**config.mk**
```make
export PLATFORM = sky130hd
export DESIGN_NAME = lin_break_detect
export DESIGN_NICKNAME = d
export VERILOG_FILES = /design/src/rtl/lin_brk_pkg.sv /design/src/rtl/lin_low_timer.sv /design/src/rtl/lin_brk_compare.sv /design/src/rtl/lin_brk_flag.sv /design/src/rtl/lin_break_detect.sv
export SDC_FILE = /design/constraint.sdc
export NUM_CORES = 1
export LEC_CHECK = 0
export BUFFER_PORTS_ARGS = -buffer_cell sky130_fd_sc_hd__clkbuf_2
export CAP_MARGIN = 20
export CORE_AREA = 8 8 45 47
export DETAILED_ROUTE_END_ITERATION = 6
export DIE_AREA = 0 0 53 55
export GPL_TIMING_DRIVEN = 0
export PLACE_DENSITY = 0.51
export SLEW_MARGIN = 40
export SYNTH_ARGS = -nofsm -noshare
export SYNTH_HDL_FRONTEND = slang
export SYNTH_HIERARCHICAL = 1
export SYNTH_SLANG_ARGS = --single-unit
```
**constraint.sdc**
```tcl
create_clock -name clk -period 1.6 [get_ports clk]
set_input_delay 0.32 -clock clk [delete_from_list [all_inputs] [get_ports clk]]
set_output_delay 0.32 -clock clk [all_outputs]
set_load 0.005 [all_outputs]
```
**src/rtl/lin_brk_pkg.sv**
```systemverilog
package lin_brk_pkg;

    typedef enum logic [1:0] {
        LST_OTHER    = 2'b00,
        LST_SLEEP    = 2'b01,
        LST_WAIT_BRK = 2'b10,
        LST_ACTIVE   = 2'b11
    } lin_state_e;

    // Low-time limit for a given state; 0 means detection disabled.
    function automatic int unsigned limit_for(
        input lin_state_e  st,
        input logic        master,
        input int unsigned wake_bits,
        input int unsigned wait_bits,
        input int unsigned act_bits
    );
        int unsigned lim;
        lim = 0;
        if (!master) begin
            unique case (st)
                LST_SLEEP:    lim = wake_bits;
                LST_WAIT_BRK: lim = wait_bits;
                LST_ACTIVE:   lim = act_bits;
                default:      lim = 0;
            endcase
        end
        return lim;
    endfunction

endpackage

```
**src/rtl/lin_low_timer.sv**
```systemverilog
module lin_low_timer #(
    parameter int CNT_W = 5
) (
    input  logic             clk,
    input  logic             rst,
    input  logic             rx_sync,
    input  logic             bit_tick,
    output logic [CNT_W-1:0] low_cnt
);
    localparam logic [CNT_W-1:0] CNT_MAX = {CNT_W{1'b1}};

    always_ff @(posedge clk) begin
        if (rst || rx_sync) begin
            low_cnt <= '0;
        end else if (bit_tick && low_cnt != CNT_MAX) begin
            low_cnt <= low_cnt + 1'b1;
        end
    end

    a_r6_clear_on_high: assert property (@(posedge clk) disable iff (rst)
        rx_sync |=> (low_cnt == '0));

    a_r8_saturate: assert property (@(posedge clk) disable iff (rst)
        (low_cnt == CNT_MAX && !rx_sync) |=> (low_cnt == CNT_MAX));

endmodule

```
**src/rtl/lin_brk_compare.sv**
```systemverilog
module lin_brk_compare
    import lin_brk_pkg::*;
#(
    parameter int          CNT_W     = 5,
    parameter int unsigned WAKE_BITS = 4,
    parameter int unsigned WAIT_BITS = 11,
    parameter int unsigned ACT_BITS  = 10
) (
    input  logic             clk,
    input  logic             rst,
    input  logic             rx_sync,
    input  logic [CNT_W-1:0] low_cnt,
    input  lin_state_e       state,
    input  logic             master_mode,
    output logic             hit
);
    int unsigned limit;
    logic        fired_q;

    always_comb begin
        limit = limit_for(state, master_mode, WAKE_BITS, WAIT_BITS, ACT_BITS);
        hit   = (limit != 0) && !rx_sync && !fired_q
                && (32'(low_cnt) >= limit);
    end

    // Remembers that this low period has already produced an event.
    always_ff @(posedge clk) begin
        if (rst || rx_sync) begin
            fired_q <= 1'b0;
        end else if (hit) begin
            fired_q <= 1'b1;
        end
    end

    a_r7_once_per_low: assert property (@(posedge clk) disable iff (rst)
        (hit && !rx_sync) |=> !hit);

    a_r4_master_silent: assert property (@(posedge clk) disable iff (rst)
        master_mode |-> !hit);

endmodule

```
**src/rtl/lin_brk_flag.sv**
```systemverilog
module lin_brk_flag (
    input  logic clk,
    input  logic rst,
    input  logic set_evt,
    input  logic rd_clr,
    output logic flag
);
    always_ff @(posedge clk) begin
        if (rst) begin
            flag <= 1'b0;
        end else if (set_evt) begin
            flag <= 1'b1;
        end else if (rd_clr) begin
            flag <= 1'b0;
        end
    end

    a_r5_sticky: assert property (@(posedge clk) disable iff (rst)
        (flag && !rd_clr) |=> flag);

    a_r5_clear: assert property (@(posedge clk) disable iff (rst)
        (rd_clr && !set_evt) |=> !flag);

    a_r11_set_next: assert property (@(posedge clk) disable iff (rst)
        set_evt |=> flag);

endmodule

```
**src/rtl/lin_break_detect.sv**
```systemverilog
module lin_break_detect
    import lin_brk_pkg::*;
#(
    parameter int          CNT_W     = 5,
    parameter int unsigned WAKE_BITS = 4,
    parameter int unsigned WAIT_BITS = 11,
    parameter int unsigned ACT_BITS  = 10
) (
    input  logic       clk,
    input  logic       rst,
    input  logic       rx_sync,
    input  logic       bit_tick,
    input  logic [1:0] lin_state,
    input  logic       master_mode,
    input  logic       rd_clr,
    output logic       brk_flag
);
    logic [CNT_W-1:0] low_cnt;
    logic             hit;
    lin_state_e       state;

    assign state = lin_state_e'(lin_state);

    lin_low_timer #(.CNT_W(CNT_W)) u_timer (
        .clk      (clk),
        .rst      (rst),
        .rx_sync  (rx_sync),
        .bit_tick (bit_tick),
        .low_cnt  (low_cnt)
    );

    lin_brk_compare #(
        .CNT_W     (CNT_W),
        .WAKE_BITS (WAKE_BITS),
        .WAIT_BITS (WAIT_BITS),
        .ACT_BITS  (ACT_BITS)
    ) u_cmp (
        .clk         (clk),
        .rst         (rst),
        .rx_sync     (rx_sync),
        .low_cnt     (low_cnt),
        .state       (state),
        .master_mode (master_mode),
        .hit         (hit)
    );

    lin_brk_flag u_flag (
        .clk     (clk),
        .rst     (rst),
        .set_evt (hit),
        .rd_clr  (rd_clr),
        .flag    (brk_flag)
    );

    a_r10_reset_clear: assert property (@(posedge clk)
        rst |=> !brk_flag);

    a_r4_other_silent: assert property (@(posedge clk) disable iff (rst)
        (lin_state == 2'b00 && !brk_flag && !hit) |=> !brk_flag);

endmodule

```
---- Word level (Yosys, flattened, before mapping) ----
Cells that the tools add are included.
storage, ports and cells
  register bits ........................... 7
  output and inout bits ................... 1
  logic and storage cells ................. 22
operators by class
  equality and inequality tests ........... 4
  muxes and demuxes ....................... 4
  reduce and logical (&&, ||, !) cells .... 9
  $lt $le $gt $ge ......................... 1
  add/subtract/negate cells ............... 1
operator list
  operator             number
  $ge 5x32->1          1
  $mux 32              1
  $reduce_bool 32->1   1
  $pmux 4 s3           1
  $add 5x1->5 const B  1
  $ne 5x5->1 const B   1
  $eq 2x2->1 const B   2
  $logic_and 1x1->1    4
  $eq 2x1->1 const B   1
  $logic_not 1->1      2
  $mux 1               2
  $reduce_bool 2->1    1
  $logic_or 1x1->1     1

---- Longest topological paths before layout ----
Gate-level depths: netlist of the first run.
  depth after elaboration ................. 8
  mapped depth ............................ 9
  depth with buffers taken out ............ 9

---- Hierarchy ----
Netlist of the first run, hierarchy kept.
modules (own cells, without submodules)
  module           cells an instance  area an instance (um^2)  seq. area each (um^2)  instances
  lin_low_timer    26                 239.0                    100.1                  1
  lin_brk_compare  19                 155.1                    20.0                   1
  lin_brk_flag     4                  38.8                     20.0                   1

---- Least setup slack after synthesis of the first run ----
Ideal clock, no wire load.
  path type ............................... input-to-reg
  start ................................... input master_mode
  end ..................................... register u_flag.flag
  slack ................................... -0.047 ns
  stages on the path ...................... 8
  data required time ...................... 1.534 ns
  data arrival time ....................... 1.582 ns
  buffers on the path ..................... 0
  cells stage by stage .................... nand2b_1 ha_1 nor2b_1 o211ai_1 a311oi_1 nor3b_2 inv_1 a21oi_2
between the ends
  longest elaborated chain between the ends .. 6
  elaborated cells on any way between the ends .. 8
  those cells by class .................... order compare: 1; mux: 2; reduce/logical: 5
ends and longest elaborated chain
  element                                              line                    text
  start, declared                                      lin_break_detect.sv:14  input logic master_mode,
  $mux 32 *                                            lin_brk_pkg.sv:20       if (!master) begin
  branches (longest 3 deep; another with $ge 5x32->1)  n/a
  $logic_and 1x1->1 *                                  lin_brk_compare.sv:23   && (32'(low_cnt) >= limit);
  named net hit                                        lin_break_detect.sv:19  logic hit;
  $mux 1 / $reduce_bool 2->1 (equally long branches)   n/a
  end signal, assigned                                 lin_brk_flag.sv:10      flag <= 1'b0;
  end signal, assigned                                 lin_brk_flag.sv:12      flag <= 1'b1;
  end signal, assigned                                 lin_brk_flag.sv:14      flag <= 1'b0;
  end, declared                                        lin_brk_flag.sv:6       output logic flag
Mark *: on every way through the listed nets, which the timed path passes.
A chain may end at the register's enable or synchronous reset.

---- Worst setup path after layout of the first run ----
  start ................................... register u_timer.low_cnt[1]
  end ..................................... register u_flag.flag
between the ends
  longest elaborated chain between the ends .. 3
  elaborated cells on any way between the ends .. 4
  those cells by class .................... order compare: 1; mux: 1; reduce/logical: 2
ends and longest elaborated chain
  element                                             line                    text
  start, declared                                     lin_low_timer.sv:8      output logic [CNT_W-1:0] low_cnt
  start signal, assigned                              lin_low_timer.sv:16     low_cnt <= low_cnt + 1'b1;
  $ge 5x32->1 *                                       lin_brk_compare.sv:23
  $logic_and 1x1->1 *                                 lin_brk_compare.sv:23
  named net hit                                       lin_break_detect.sv:19
  $mux 1 / $reduce_bool 2->1 (equally long branches)  n/a
Mark *: on every way through the listed nets, which the timed path passes. The rest lies on a longest branch.

==> out/qor.yml, run 1 <==
outcome:
  outcome: "finished clean"
die:
  fp.dieW_um: 53
  die_h_um: 55
  start_util_pct: 31.3
  rows: 14
  dieArea_um2: 2920
  pin_count: 9
  core_um2: 1380
synth:
  avgSynthCellArea_um2: 8.84
  ys_ff_latch: 7
  syn-num-nets: 63
  synthesis.area_um2: 433
  ys_warn_count: 6
  syn_inst: 49
  yosysUniqueCellTypes: 25
  ys_seq_area_share_pct: 32.4
grt:
  grt_pass1_vias: 357
  grt_util_met2_pct: 8.79
  grt_use_met1_pct: 8.98
  gr-total-overflow: 0
  grt_max_degree: 6
  grt_usage_pct: 6.56
  grt.busiest_layer: "met1"
  antenna_found_initial: 0
  grt_use_met3_pct: 1.87
  grt_pass1_wl_um: 1450
route:
  num_vias: 367
  drt_iter0_drc: 0
  avgRoutedWirePerCell_um: 10.6
  first_pass_iters: 1
  post_drt_via_cell_ratio: 4.71
  remaining_drc_errors: 0
  postRouteAntennaNets: 0
  wl_um: 829
job:
  cap_violations: 0
critical_path:
  critical_path.max_fanout: 4
  critPathKind: "register to register"
  cp.arrival_ns: 1.75
  cp-start-kind: "register"
  cp-end-kind: "register"
  startpoint: "u_timer/low_cnt[1]"
  reg2reg_from: "u_timer/low_cnt[1]"
  cp.required_ns: 1.78
worst_hold_path:
  min_from: "rst"
  hold_class: "input pin to register"
placed_design:
  gp_congestion: 0.803
  pre_cts_ws_ns: -0.259
  port_buffers: 8
clock_network:
  clk_latency_ns: 0.25
  cts_tree: "built"
  clk_pin_slew_ns: 0.05
  numCtsBuffers: 3
  cts_max_level: 1
  cts.sinks: 7
  clockBufferDepth: 2
  ctsHoldBuffers: 0
  root_buffer: "clkbuf_4"
layout:
  diodes: 0
  fin_util_pct: 40.7
  syn2layout_area_growth_pct: 30.1
  drive_gt1_share_pct: 38.7
  fin_nets: 77
power_and_ir_drop:
  sw_frac_of_total_pct: 24.1
  power_frac_comb_pct: 15.2
  leakagePower_nw: 0.227
  ir_worst_vdd_v: 0.000367
  switching_power_mw: 0.0971
  p_clk_share_pct: 39.5
  p_seq_share_pct: 45.3
  cellInternalPower_mw: 0.305
  p_per_area_nw_per_um2: 715
timing:
  drv_slew: 0
  final-setup-viol-count: 0
  hold_ws_ns: 0.257
  fin_worst_skew_ns: 0.00342
  fin_crit_sh_pct: 98.2
  rsz0062_at_grt: "true"
  timing.fmax_mhz: 637
  finalCriticalPeriod_ns: 1.57
  fin_ws_ns: 0.0289
  hold_viol: 0
  slew_headroom_pct: 82.8
  worst_pin_slew_ns: 0.256
-- power by group through the flow --
stage,clock network (mW),registers [mW],logic (mW)
floorplan,0,0.186,0.0338
global placement,0,0.186,0.0545
detailed placement,0,0.186,0.0543
CTS,0.168,0.183,0.0581
global route,0.176,0.183,0.0686
finish,0.159,0.182,0.0612
-- layout make-up --
class	instances	area (um^2)
clock buffer	4	26.3
fill	148	821
inverter	2	7.51
multi-input combinational	40	317
sequential	7	145
tap	16	20.0
timing repair buffer	9	47.5
-- flip-flops by register name, indices dropped and copies added (netlist names) --
register,flops
u_timer/low_cnt,5
u_cmp/fired_q,1
u_flag/flag,1
-- worst max-delay path, stage by stage (launching register included) --
cell and delay (ns):
dfxtp_2 0.34, ha_4 0.26, nor2b_1 0.12, o211ai_1 0.10
a311oi_2 0.31, nor3b_2 0.21, inv_1 0.06, a21oi_2 0.10
-- per-stage QoR --
stage / total power, mW / cell area (um^2) / cells / setup TNS (ns)
3_5_place_dp: 0.241 / 513 / 73 / -0.305
3_3_place_gp: 0.241 / 513 / 73 / -0.275
4_1_cts: 0.409 / 553 / 77 / 0
6_report: 0.402 / 563 / 78 / 0
2_1_floorplan: 0.219 / 453 / 49 / 0
5_1_grt: 0.427 / 563 / 78 / -0.166
-- timing repair --
action | CTS | global route
resized for setup | 5 | 1
endpoints found under the setup margin | 2 | 2
pin swaps | 0 | 3
buffers inserted | 0 | 1
-- path summary, 6_finish.rpt --
path / end / slack [ns] / cells past startpoint
setup reg to reg: u_flag/flag / 0.03 / 7
setup / recovery: u_flag/flag / 0.03 / 7
hold / removal: u_flag/flag / 0.26 / 2
hold reg to reg: u_timer/low_cnt[4] / 0.48 / 2
-- layout by cell type, fill, tap and decap left out --
master and instances:
inv_1 2, nor3b_2 1, clkbuf_2 8, dfxtp_2 1, dfxtp_1 5, ha_2 2
buf_4 1, nor2b_1 1, clkbuf_4 3, dfxtp_4 1, and3_1 1, o21a_1 1
nand4_1 1, or3_1 1, clkbuf_1 1, nand3b_1 1, ha_1 3, xnor2_1 1
nand2b_1 1, a311oi_2 1, and2b_2 1, nand2_1 5, a21oi_2 1, a21oi_1 3
a211oi_1 1, nor2_1 6, nand2b_4 2, ha_4 1, o21ai_0 1, or2_2 1
xor2_1 1, nand3_1 1, o211ai_1 1
-- routing by layer --
metal  part of all wire [%]  up-vias
li1                       -      198
met1                     54      163
met2                     42        6
met5                      0        -
met3                    4.0        0
met4                      0        0
-- cells in the mapped netlist --
cell	count	share of area, %
inv_1	2	1.7
or2_2	1	1.4
a311oi_1	1	2.0
nor2b_1	1	1.4
o21a_1	1	1.7
nand4_1	1	1.4
nor3b_2	1	2.9
a21oi_1	3	3.5
and3_1	1	1.4
ha_1	6	17
o211ai_1	1	1.7
and2b_2	1	2.0
dfxtp_1	7	32
xor2_1	1	2.0
nor2_1	6	5.2
nand2_1	5	4.3
nand3_1	1	1.2
nand2b_1	2	2.9
a21oi_2	1	2.0
nand3b_1	1	1.7
nand2b_4	1	3.2
o21ai_0	1	1.2
or3_1	1	1.4
xnor2_1	1	2.0
a211oi_1	1	1.7
-- cells by family (layout without fill, tap and decap cells) --
| family | count (synthesis) | in the layout | synth area share [%] |
|---|---|---|---|
| buf+inv | 2 | 15 | 1.73 |
| compound gates | 9 | 9 | 13.9 |
| simple gates | 23 | 23 | 30.6 |
| xor+xnor | 2 | 2 | 4.05 |
| flops | 7 | 7 | 32.4 |
| fa+ha+maj | 6 | 6 | 17.3 |
Note: power is estimated with default switching activity, not from simulation.
==> inputs of run 2 (changes only) <==
Settings changed: CORE_AREA 8 8 45 47 to 5 5 42 44, DIE_AREA 0 0 53 55 to 0 0 47 49.
==> run 2 against run 1 <==
Effect of this change:
- via count up 2.5%
- fmax down 0.33%
- global-route usage up 1.7 points
- setup slack worse by 0.0052 ns
- combinational power down 3%
- utilization up 0.65 points
- sequential cell count unchanged
- non-clock buffer count up 1
- design area up 2.9%
- critical path type unchanged
- highest routed layer is now met4
==> out/qor.yml, run 2 (synthesis results as in run 1) <==
outcome:
  outcome: "finished clean"
grt:
  antenna_found_initial: 0  # unchanged
  grt_pass1_vias: 336  # -5.9%
  grt_pass1_wl_um: 1330  # -8.1%
  grt_usage_pct: 8.26  # +1.7 points
  grt_max_degree: 6  # unchanged
  gr-total-overflow: 0  # unchanged
die:
  pin_count: 9  # unchanged
  fp.dieW_um: 47  # -11%
  dieArea_um2: 2300  # -21%
  die_h_um: 49  # -11%
  rows: 14  # unchanged
  core_um2: 1400  # +1.3%
  start_util_pct: 30.9  # -0.39 points
layout:
  final_cell_mix: "clkbuf_2, nor2_1, nand2_1, dfxtp_1"
  reg_top3: "u_timer/low_cnt: 5 flops, u_cmp/fired_q: 1 flops, u_flag/flag: 1 flops"
  fin_nets: 78  # +1.3%
  drive_gt1_share_pct: 42.9  # +4.1 points
  final_common_cell: "clkbuf_2"
  largest_register: "u_timer/low_cnt"
  syn2layout_area_growth_pct: 33.8
  diodes: 0  # unchanged
  largest_register_ffs: 5  # unchanged
power_and_ir_drop:
  ir_worst_vdd_v: 0.000408  # +11%
  p_clk_share_pct: 40.8  # +1.3 points
  switching_power_mw: 0.103  # +6.1%
  p_seq_share_pct: 44.5  # -0.8 points
  cellInternalPower_mw: 0.304  # -0.46%
  sw_frac_of_total_pct: 25.3  # +1.2 points
  power_frac_comb_pct: 14.6  # -0.6 points
  finalPower_mw: 0.407  # +1.1%
  leakagePower_nw: 0.235  # +3.6%
  p_per_area_nw_per_um2: 702  # -1.7%
clock_network:
  cts_max_level: 1  # unchanged
  clk_pin_slew_ns: 0.05  # about the same
  numCtsBuffers: 3  # unchanged
  cts_tree: "built"
  root_buffer: "clkbuf_4"
  clockBufferDepth: 2  # unchanged
  clk_latency_ns: 0.26  # about the same
  cts.sinks: 7  # unchanged
timing:
  slew_headroom_pct: 80.3  # -2.5 points
  worst_pin_slew_ns: 0.294  # +0.0378 ns
  hold_viol: 0  # unchanged
  drv_slew: 0  # unchanged
  finalCriticalPeriod_ns: 1.58  # +0.00516 ns
  timing.fmax_mhz: 634  # -0.33%
  fin_crit_sh_pct: 98.5  # +0.32 points
  final-setup-viol-count: 0  # unchanged
  fin_ws_ns: 0.0238  # -0.00516 ns
  rsz0062_at_grt: "true"
  fin_worst_skew_ns: 0.00143  # -0.00199 ns
route:
  num_vias: 376  # +2.5%
  remaining_drc_errors: 0  # unchanged
  postRouteAntennaNets: 0  # unchanged
  drt_iter0_drc: 3  # +3
  post_drt_via_cell_ratio: 4.76  # +1.2%
  wl_um: 819  # -1.2%
  avgRoutedWirePerCell_um: 10.4  # -2.5%
  first_pass_iters: 4  # +3
critical_path:
  cp-start-kind: "register"
  slowest_stage: "dfxtp_4"
  cp-end-kind: "register"
  cp.arrival_ns: 1.77  # +0.02 ns
  critPathKind: "register to register"
  cp.required_ns: 1.79  # about the same
  crit_path_cell_trace: "ha_4 > nor2b_1 > o211ai_1 > a311oi_2 > nor3b_2 > inv_1 > a21oi_2"
  slowest_delay_ns: 0.36  # +0.02 ns
  critical_path.max_fanout: 4  # unchanged
placed_design:
  port_buffers: 8  # unchanged
  gp_congestion: 0.660  # -18%
  pre_cts_ws_ns: -0.271  # -0.0123 ns
  dp_hpwl_um: 647
worst_hold_path:
  hold_class: "input pin to register"
job:
  cap_violations: 0  # unchanged
[run 2: per-layer routing]
layer	vias up	routed length, um	GRT usage [%]
li1	200	-	-
met1	165	394	9.98
met2	9	350	10.6
met3	2	65	5.90
met4	0	9	4.15
met5	-	0	0
[run 2: final timing paths]
path	from	endpoint	slack (ns)	depth (start not counted)
setup / recovery	u_timer/low_cnt[1]	u_flag/flag	0.02	7
hold / removal	rst	u_flag/flag	0.24	2
setup reg to reg	u_timer/low_cnt[1]	u_flag/flag	0.02	7
hold reg to reg	u_timer/low_cnt[4]	u_timer/low_cnt[4]	0.49	2
[run 2: power by group through the flow]
stage | Combinational [mW] | Sequential (mW) | Clock (mW)
2_1_floorplan | 0.0338 | 0.186 | 0
3_3_place_gp | 0.0540 | 0.186 | 0
3_5_place_dp | 0.0545 | 0.186 | 0
4_1_cts | 0.0596 | 0.181 | 0.181
5_1_grt | 0.0660 | 0.182 | 0.190
6_report | 0.0595 | 0.181 | 0.166
[run 2: cell type report]
class | count | area (um^2)
Fill cell | 162 | 822
Multi-Input combinational cell | 40 | 325
Inverter | 2 | 7.51
Sequential cell | 7 | 145
Tap cell | 16 | 20.0
Clock buffer | 4 | 26.3
Timing Repair Buffer | 10 | 55.1
[run 2: metrics by stage]
step / cell area [um^2] / util, % / instances / TNS [ns] / hold slack [ns]
final: 579 / 41.3 / 79 / 0 / 0.243
after global routing: 579 / 41.3 / 79 / -0.0877 / 0.233
after CTS: 561 / 40.0 / 78 / 0 / 0.226
after detailed placement: 513 / 36.6 / 73 / -0.318 / 0.478
after global placement: 513 / 36.6 / 73 / -0.274 / 0.472
after floorplan: 453 / - / 49 / 0 / 0.382
[run 2: worst max-delay path, delay by kind of cell (launching register included)]
family,cells,cell delay (ns)
fa+ha+maj,1,0.26
compound gates,3,0.50
buf+inv,1,0.06
simple gates,2,0.33
flops,1,0.36
[run 2: timing repair]
item | in CTS | in global routing
hold buffers | 0 | 0
setup endpoints to repair | 2 | 2
setup buffers | 1 | 1
pin swaps | 1 | 1
resized for setup | 5 | 3
==> inputs of run 3 (changes only) <==
Settings changed: HOLD_SLACK_MARGIN set to 0.08, PLACE_DENSITY 0.51 to unset, PLACE_DENSITY_LB_ADDON set to 0.12.
==> run 3 against run 2 <==
Effect of this change:
- global-route usage grew 0.83 points
- total power grew 2.2%
- combinational power grew 16%
- setup slack gained 0.0011 ns
- clock skew grew 0.0029 ns
- register-to-register slack is essentially flat
- clock power is essentially flat
- wire length grew 8.9%
- utilization grew 1.8 points
- non-clock buffer count grew 1
- fmax is essentially flat
- sequential share of layout area shrank 1.0 points
- critical path type unchanged
==> out/qor.yml, run 3 (synthesis results as in run 1) <==
timing:
  timing.fmax_mhz: 635  # about the same
  fin_worst_skew_ns: 0.00435  # +0.00292 ns
  hold_viol: 0  # unchanged
  hold_ws_ns: 0.251  # +0.00798 ns
  finalCriticalPeriod_ns: 1.58  # -0.00114 ns
  fin_crit_sh_pct: 98.4  # about the same
  drv_slew: 0  # unchanged
  tns_ns: 0  # unchanged
  fin_ws_ns: 0.0249  # +0.00114 ns
  slew_headroom_pct: 83.7  # +3.4 points
  worst_pin_slew_ns: 0.245  # -0.0491 ns
  final-setup-viol-count: 0  # unchanged
  rsz0062_at_grt: "true"
clock_network:
  cts.sinks: 7  # unchanged
  ctsHoldBuffers: 0  # unchanged
  cts_tree: "built"
  cts_max_level: 1  # unchanged
  numCtsBuffers: 3  # unchanged
  root_buffer: "clkbuf_4"
  clk_latency_ns: 0.25  # about the same
  clockBufferDepth: 2  # unchanged
  clk_pin_slew_ns: 0.06  # about the same
worst_hold_path:
  hold_class: "input pin to register"
layout:
  largest_register_ffs: 5  # unchanged
  syn2layout_area_growth_pct: 39.6
  diodes: 0  # unchanged
  fin_nets: 79  # +1.3%
  instances_no_fill: 80  # +1.3%
  drive_gt1_share_pct: 46.9  # +4.0 points
  largest_register: "u_timer/low_cnt"
  multi_input_area_um2: 343  # +5.4%
  fin_area_um2: 604  # +4.3%
  final_common_cell: "clkbuf_2"
  final_cell_mix: "clkbuf_2, nor2_1, nand2_1, dfxtp_1"
  fillers: 161  # -0.62%
  fin_util_pct: 43.1  # +1.8 points
  ff_latch_area_um2: 145  # unchanged
  reg_top3: "u_timer/low_cnt: 5 flops, u_cmp/fired_q: 1 flops, u_flag/flag: 1 flops"
route:
  wl_um: 892  # +8.9%
  first_pass_iters: 4  # unchanged
  post_drt_via_cell_ratio: 4.79  # +0.59%
  num_vias: 383  # +1.9%
  avgRoutedWirePerCell_um: 11.2  # +7.6%
  drt_iter0_drc: 7  # +4
  remaining_drc_errors: 0  # unchanged
  postRouteAntennaNets: 0  # unchanged
placed_design:
  placed_area_um2: 513  # unchanged
  pre_cts_ws_ns: -0.245  # +0.0264 ns
  dp_cells: 73  # unchanged
  port_buffers: 8  # unchanged
  gp_congestion: 0.622  # -5.7%
  dp_hpwl_um: 724  # +12%
grt:
  grt_pass1_vias: 379  # +13%
  grt_usage_pct: 9.09  # +0.83 points
  grt_pass1_wl_um: 1530  # +15%
  gr-total-overflow: 0  # unchanged
  antenna_found_initial: 0  # unchanged
  grt_max_degree: 6  # unchanged
critical_path:
  path_common_cell: "ha_2"
  cp-end-kind: "register"
  reg2reg_from: "u_timer/low_cnt[0]"
  critPathBufInv: 0  # -1
  slowest_stage: "or3_4"
  slowest_delay_ns: 0.36  # about the same
  cp-start-kind: "register"
  startpoint: "u_timer/low_cnt[0]"
  cp.arrival_ns: 1.77  # about the same
  cp.required_ns: 1.79  # about the same
  critical_path.max_fanout: 4  # unchanged
  worst_r2r_path_depth: 6  # -1
  critPathKind: "register to register"
  critical-path-top-delay-family: "simple AND/OR/NAND/NOR gates"
  endpoint: "u_timer/low_cnt[3]"
  path_depth: 6  # -1
  r2r_end: "u_timer/low_cnt[3]"
  crit_path_cell_trace: "ha_2 > and3_1 > ha_2 > nand2b_4 > or3_4 > a21oi_2"
  worst-r2r-setup-slack_ns: 0.02  # about the same
die:
  die_h_um: 49  # unchanged
  rows: 14  # unchanged
  start_util_pct: 30.9  # unchanged
  dieArea_um2: 2300  # unchanged
  fp.dieW_um: 47  # unchanged
  core_um2: 1400  # unchanged
  pin_count: 9  # unchanged
power_and_ir_drop:
  ir_worst_vdd_v: 0.000439  # +7.6%
  p_per_area_nw_per_um2: 688  # -2.0%
  leakagePower_nw: 0.241  # +2.5%
  finalPower_mw: 0.416  # +2.2%
job:
  cap_violations: 0  # unchanged
outcome:
  outcome: "finished clean"
run 3: cell count changes in the layout (fill, tap and decap cells not counted), sizes merged:
cell  delta
buf      +1
run 3: worst min path at each step:
stage             startpoint             to  slack [ns]  depth (start not counted)
2_1_floorplan            rst    u_flag/flag        0.38                          1
3_3_place_gp   u_cmp/fired_q  u_cmp/fired_q        0.47                          1
3_5_place_dp     u_flag/flag    u_flag/flag        0.48                          2
4_1_cts                  rst    u_flag/flag        0.24                          2
5_1_grt                  rst    u_flag/flag        0.23                          2
6_report                 rst    u_flag/flag        0.25                          2
run 3: worst register-to-register path: stages (launching register included):
cell	delay, ns
dfxtp_4	0.35
ha_2	0.18
and3_1	0.18
ha_2	0.17
nand2b_4	0.15
or3_4	0.36
a21oi_2	0.13
run 3: power by group:
part           internal (mW)  switching [mW]  leakage [nW]
Sequential             0.178         0.00373        0.0579
Combinational         0.0376          0.0317         0.168
Clock                 0.0954          0.0694        0.0150
run 3: area by class of cell:
| cell class | count | area share [%] |
|---|---|---|
| timing repair buffer | 11 | 10.4 |
| multi-input combinational | 40 | 56.7 |
| clock buffer | 4 | 4.35 |
| tap | 16 | 3.31 |
| sequential | 7 | 24.0 |
| inverter | 2 | 1.24 |
run 3: what timing repair did:
| item | in CTS | in global routing |
|---|---|---|
| resized for setup | 2 | 8 |
| endpoints found under the setup margin | 2 | 3 |
| buffers inserted | 2 | 1 |
| pin swaps | 2 | 3 |
run 3: routing by layer:
layer	share of wire, %	up-vias	global-route usage, %
li1	-	200	-
met1	45	176	10.6
met2	49	7	14.0
met3	6.1	0	4.80
met4	0	0	2.76
met5	0	-	0
